$ cat config.mk
export PLATFORM = sky130hd
export DESIGN_NAME = serial_cfg_rom
export DESIGN_NICKNAME = d
export VERILOG_FILES = /design/src/rtl/cfg_bitrom_pkg.sv /design/src/rtl/bitrom_gate.sv /design/src/rtl/bitrom_addr.sv /design/src/rtl/bitrom_store.sv /design/src/rtl/serial_cfg_rom.sv
export SDC_FILE = /design/constraint.sdc
export NUM_CORES = 1
export LEC_CHECK = 0
export ABC_CLOCK_PERIOD_IN_PS = 1800
export BUFFER_PORTS_ARGS = -buffer_cell sky130_fd_sc_hd__buf_4
export CORE_AREA = 4 4 41 43
export DETAILED_ROUTE_END_ITERATION = 7
export DIE_AREA = 0 0 45 47
export PLACE_DENSITY = 0.59
export SLEW_MARGIN = 0
export SYNTH_ARGS = -nofsm -noshare
export SYNTH_HDL_FRONTEND = slang
export SYNTH_SLANG_ARGS = --single-unit
$ cat constraint.sdc
create_clock -name clk -period 1.8 [get_ports clk]
set_clock_uncertainty 0.15 [all_clocks]
set_input_delay 0.36 -clock clk [delete_from_list [all_inputs] [get_ports clk]]
set_output_delay 0.36 -clock clk [all_outputs]
set_load 0.1 [all_outputs]
$ cat src/rtl/cfg_bitrom_pkg.sv
package cfg_bitrom_pkg;

  // Decoded control for one clock edge
  typedef struct packed {
    logic hold;   // counter forced to zero, output floated
    logic desel;  // standby requested
  } bitrom_ctl_t;

endpackage

$ cat src/rtl/bitrom_gate.sv
module bitrom_gate
  import cfg_bitrom_pkg::*;
#(
  parameter bit RST_HIGH = 1'b1
) (
  input  logic        rst_oe,
  input  logic        sel_n,
  output bitrom_ctl_t ctl
);

  logic rst_act;

  generate
    if (RST_HIGH) begin : g_rst_hi
      assign rst_act = rst_oe;
    end else begin : g_rst_lo
      assign rst_act = ~rst_oe;
    end
  endgenerate

  always_comb begin
    ctl.desel = sel_n;
    ctl.hold  = rst_act | sel_n;
  end

endmodule

$ cat src/rtl/bitrom_addr.sv
module bitrom_addr #(
  parameter int BITS = 64,
  localparam int AW  = (BITS > 1) ? $clog2(BITS) : 1
) (
  input  logic          clk,
  input  logic          hold,
  output logic [AW-1:0] addr
);

  localparam logic [AW-1:0] TC = AW'(BITS - 1);

  always_ff @(posedge clk) begin
    if (hold) begin
      addr <= '0;
    end else if (addr != TC) begin
      addr <= addr + 1'b1;
    end
  end

endmodule

$ cat src/rtl/bitrom_store.sv
module bitrom_store #(
  parameter int             BITS    = 64,
  parameter logic [BITS-1:0] CONTENT = '0,
  localparam int            AW      = (BITS > 1) ? $clog2(BITS) : 1
) (
  input  logic          clk,
  input  logic [AW-1:0] rd_addr,
  output logic          bit_q
);

  logic rom [0:BITS-1];

  generate
    for (genvar i = 0; i < BITS; i++) begin : g_cell
      assign rom[i] = CONTENT[i];
    end
  endgenerate

  // registered read port
  always_ff @(posedge clk) begin
    bit_q <= rom[rd_addr];
  end

endmodule

$ cat src/rtl/serial_cfg_rom.sv
module serial_cfg_rom
  import cfg_bitrom_pkg::*;
#(
  parameter int             BITS     = 64,
  parameter logic [BITS-1:0] CONTENT  = 64'hC3A5_0F96_7E18_D24B,
  parameter bit             RST_HIGH = 1'b1,
  localparam int            AW       = (BITS > 1) ? $clog2(BITS) : 1
) (
  input  logic clk,
  input  logic rst_oe,
  input  logic sel_n,
  output logic data_out,
  output logic data_oe,
  output logic standby
);

  bitrom_ctl_t   ctl;
  logic [AW-1:0] addr_q;
  logic          oe_q;
  logic          sb_q;

  bitrom_gate #(.RST_HIGH(RST_HIGH)) u_gate (
    .rst_oe (rst_oe),
    .sel_n  (sel_n),
    .ctl    (ctl)
  );

  bitrom_addr #(.BITS(BITS)) u_addr (
    .clk  (clk),
    .hold (ctl.hold),
    .addr (addr_q)
  );

  bitrom_store #(.BITS(BITS), .CONTENT(CONTENT)) u_store (
    .clk     (clk),
    .rd_addr (addr_q),
    .bit_q   (data_out)
  );

  always_ff @(posedge clk) begin
    oe_q <= ~ctl.hold;
    sb_q <= ctl.desel;
  end

  assign data_oe = oe_q;
  assign standby = sb_q;

endmodule

==> results.txt <==
----------------------------------------------------
[Outcome]
  Result of the run ... finished, final reports clean

[Logic synthesis]
  Most instantiated cells after synthesis ... 9 x dfxtp_1, 8 x ha_1, 7 x nor2_1
  Post-synthesis cell area ... between 500 and 600 sq um
  Mapped Cells ... 61
  Area fraction of the dominant cell type after synthesis ... 32.4%
  Yosys reg bits ... 9
  Combinational family with the most area after synthesis ... adder cells
  Post-Synth Adder-Cell Area ... 18.0%
  Primary FF master, synth ... dfxtp_1
  Basic-gate share of the synthesized area counting and, or, nand and nor cells ... 14.4%
  Net count after synthesis ... 72
  Multiplexer share of the synthesized area ... 5.63%
  Synth Area in Compound Gates ... 15.5%
  Count of different cell masters after synthesis ... 28
  Synth top area cells ... dfxtp_1 32%, ha_1 18%, nor2_1 4.7%
  Synth Area in XOR/XNOR ... 6.31%
  Synth async-reset ratio ... 0%
  Most common cell in the netlist ... dfxtp_1
  Mapped Avg Cell Area ... 9.11 sq um
  Yosys top cell by area ... dfxtp_1
  Share of synthesized area occupied by flip-flops and latches ... 32.4%
  Count of flip-flops with a built-in enable after synthesis ... 0
  Synth warn ... 0

[Layout]
  Ant diodes ... 0
  Growth of design area from synthesis to finish ... 15.3%
  Reg area ... 180 sq um
  Post-Route Utilization ... roughly half
  Post-layout instance count excluding filler cells ... 85
  Final-layout fill cell count ... 135
  Final Net Count ... 82
  Share of post-route cells with drive strength above 1 ... 24.3%
  Area taken by multi-input logic gates ... 333 sq um

[Drt]
  Remaining design rule violation count ... 0
  Via count ... 412
  Drt wl/cell ... 11.6 microns
  Per-cell via count in the routed design ... 4.85
  Total wire length after detailed routing ... 984 microns
  Number of optimization iterations in the first detailed-route pass ... 3
  Final antenna-violating net count ... 0
  First DRT Iteration DRCs ... 3

[Die]
  Die footprint ... between 2000 and 2500 sq um
  Chip Width ... 45 microns
  Total I/O pin count ... 6
  Die span in y ... 47 microns
  Row cnt ... 13
  Starting density of the core ... 42.7%
  Placeable core region ... 1300 sq um

[Placed design]
  Half-perimeter wire length after detailed placement ... 779 microns
  Routability congestion estimate from global placement ... about 0.72
  Number of instances in the placed design ... 81
  Count of buffers from port buffering ... 5
  Setup slack at placement ... 0.182 ns

[STA]
  Minimum hold slack ... 0.0619 ns
  Hold Violations, Final ... 0
  Minimum clock period ... between 1.5 and 2 ns
  Share of the clock period used by the worst path after layout ... 91.1%
  Worst rel slew slack ... 70.4%
  Accumulated negative setup slack ... 0 ns
  Final setup violation count ... 0
  Actual slew at the worst max-slew pin ... 0.432 ns
  RSZ-0062 raised after global routing ... false
  Count of pins over their slew limit ... 0
  Maximum frequency from static timing analysis ... around 600 MHz
  Post-layout worst setup margin ... 0.160 ns

[Flow run]
  Maximum capacitance violations ... 0

[Power and ir drop]
  Internal cell power ... 310 uW
  Share of power burned in registers ... 49.4%
  Switching part of the total power ... between 20% and 30%
  Net switching component of the power ... 113 uW
  Leakage power summed over all cells ... 0.000277 uW
  Clock power share ... between 30% and 40%
  Logic pwr share ... 14.6%
  Total power per unit cell area ... 660 nW/um^2
  Peak ir drop on the vdd network ... 480 uV

[CTS]
  CTS tree ... done
  Reg clk slew, reported paths ... 0.06 ns
  CTS sink count ... 9
  CTS H-Tree Depth ... 1
  Clock Tree Root ... clkbuf_4
  Number of CTS-inserted buffers ... 3
  Hold bufs inserted after CTS ... 0
  Largest buffer count on any clock path ... 2
  Post-cts repair resize count ... 0
  Worst-skew pair later-pin latency ... 0.26 ns
  Number of buffers added for setup after CTS ... 0

[Global routing]
  Number of global-route vias before repair ... 402
  Global routing usage summed across all routing layers ... 11.2%
  Overall overflow remaining after global route ... 0
  Global-route wire length before repair ... about 1.7 mm
  Pin count of the biggest net entering global routing ... 13
  Antenna violations before repair ... 0

[Worst hold path]
  Hold Startpoint ... sel_n
  Worst min path class ... in2reg
  Endpoint with the worst hold slack ... standby
  Number of cells on the worst hold path ... 1

[Critical path]
  Start of the worst register-to-register path ... u_addr.addr[0]
  Crit path DAT ... around 1.6 ns
  End of the worst register-to-register path ... u_store.bit_q
  Nature of the critical path startpoint ... register
  Crit Path Class ... reg2reg
  Worst reg2reg path depth ... 6
  Critical path peak fanout ... 6
  Reg-to-reg slack, setup ... 0.16 ns
  Data required time at the worst endpoint ... between 1.5 and 2 ns
  CP endpoint kind ... register

----------------------------------------------------
==> area by class of cell <==
class                   instances  area share [%]
well taps                      15            2.93
repair buffers                  9            10.5
multi-input cells              44            52.0
clock buffers                   4            4.10
flip-flops and latches          9            28.1
inverters                       4            2.34
==> cells by family (layout without fill, tap and decap cells) <==
logic type	count (synthesis)	count (layout)
simple gates	16	16
compound gates	13	13
flops	9	9
fa+ha+maj	8	8
buf+inv	8	17
xor+xnor	4	4
mux	3	3
==> placed cells by master (no fill, tap or decap), types with 2 or more instances in the layout <==
master	n
mux2i_1	2
nand2_1	2
xor2_1	2
ha_1	8
a211oi_1	2
xnor2_1	2
buf_4	9
dfxtp_1	9
inv_1	4
clkbuf_4	3
nor2_1	7
a21oi_1	5
==> sequential cells by signal (all words and copies together), names as in the netlist <==
| signal | cells |
|---|---|
| u_store.bit_q | 1 |
| data_oe | 1 |
| standby | 1 |
| u_addr.addr | 6 |
==> worst max path at each step <==
stage               slack (ns)             to      startpoint  cells after the start
global route             0.007  u_store.bit_q  u_addr.addr[0]                      6
detailed placement        0.18  u_store.bit_q  u_addr.addr[0]                      6
finish                    0.16  u_store.bit_q  u_addr.addr[0]                      6
global placement          0.18  u_store.bit_q  u_addr.addr[0]                      6
CTS                       0.17  u_store.bit_q  u_addr.addr[0]                      6
floorplan                 0.23  u_store.bit_q  u_addr.addr[0]                      6
==> power by group through the flow <==
stage / sequential [uW] / clock, uW / combinational (uW)
detailed placement: 213 / 0 / 62.5
global route: 209 / 168 / 68.4
CTS: 209 / 161 / 62.6
finish: 209 / 152 / 61.9
global placement: 213 / 0 / 62.3
floorplan: 237 / 0 / 21.2
==> metal layers <==
| metal | track usage (%) | routed length, microns |
|---|---|---|
| met5 | 0 | 0 |
| met4 | 2.92 | 0 |
| met3 | 7.66 | 65 |
| met2 | 17.2 | 481 |
| met1 | 12.6 | 438 |
==> critical path, stage by stage, from the launching register on <==
cell,delay (ns)
dfxtp_1,0.36
inv_1,0.12
ha_1,0.16
nor2_1,0.05
a2111oi_0,0.44
a311o_1,0.18
o22ai_1,0.06
==> through the flow <==
step / power [uW] / cell area, sq um
global route: 446 / 641
finish: 423 / 641
floorplan: 258 / 556
global placement: 275 / 614
detailed placement: 276 / 614
CTS: 432 / 641
Note: power is estimated with default switching activity, not from simulation.
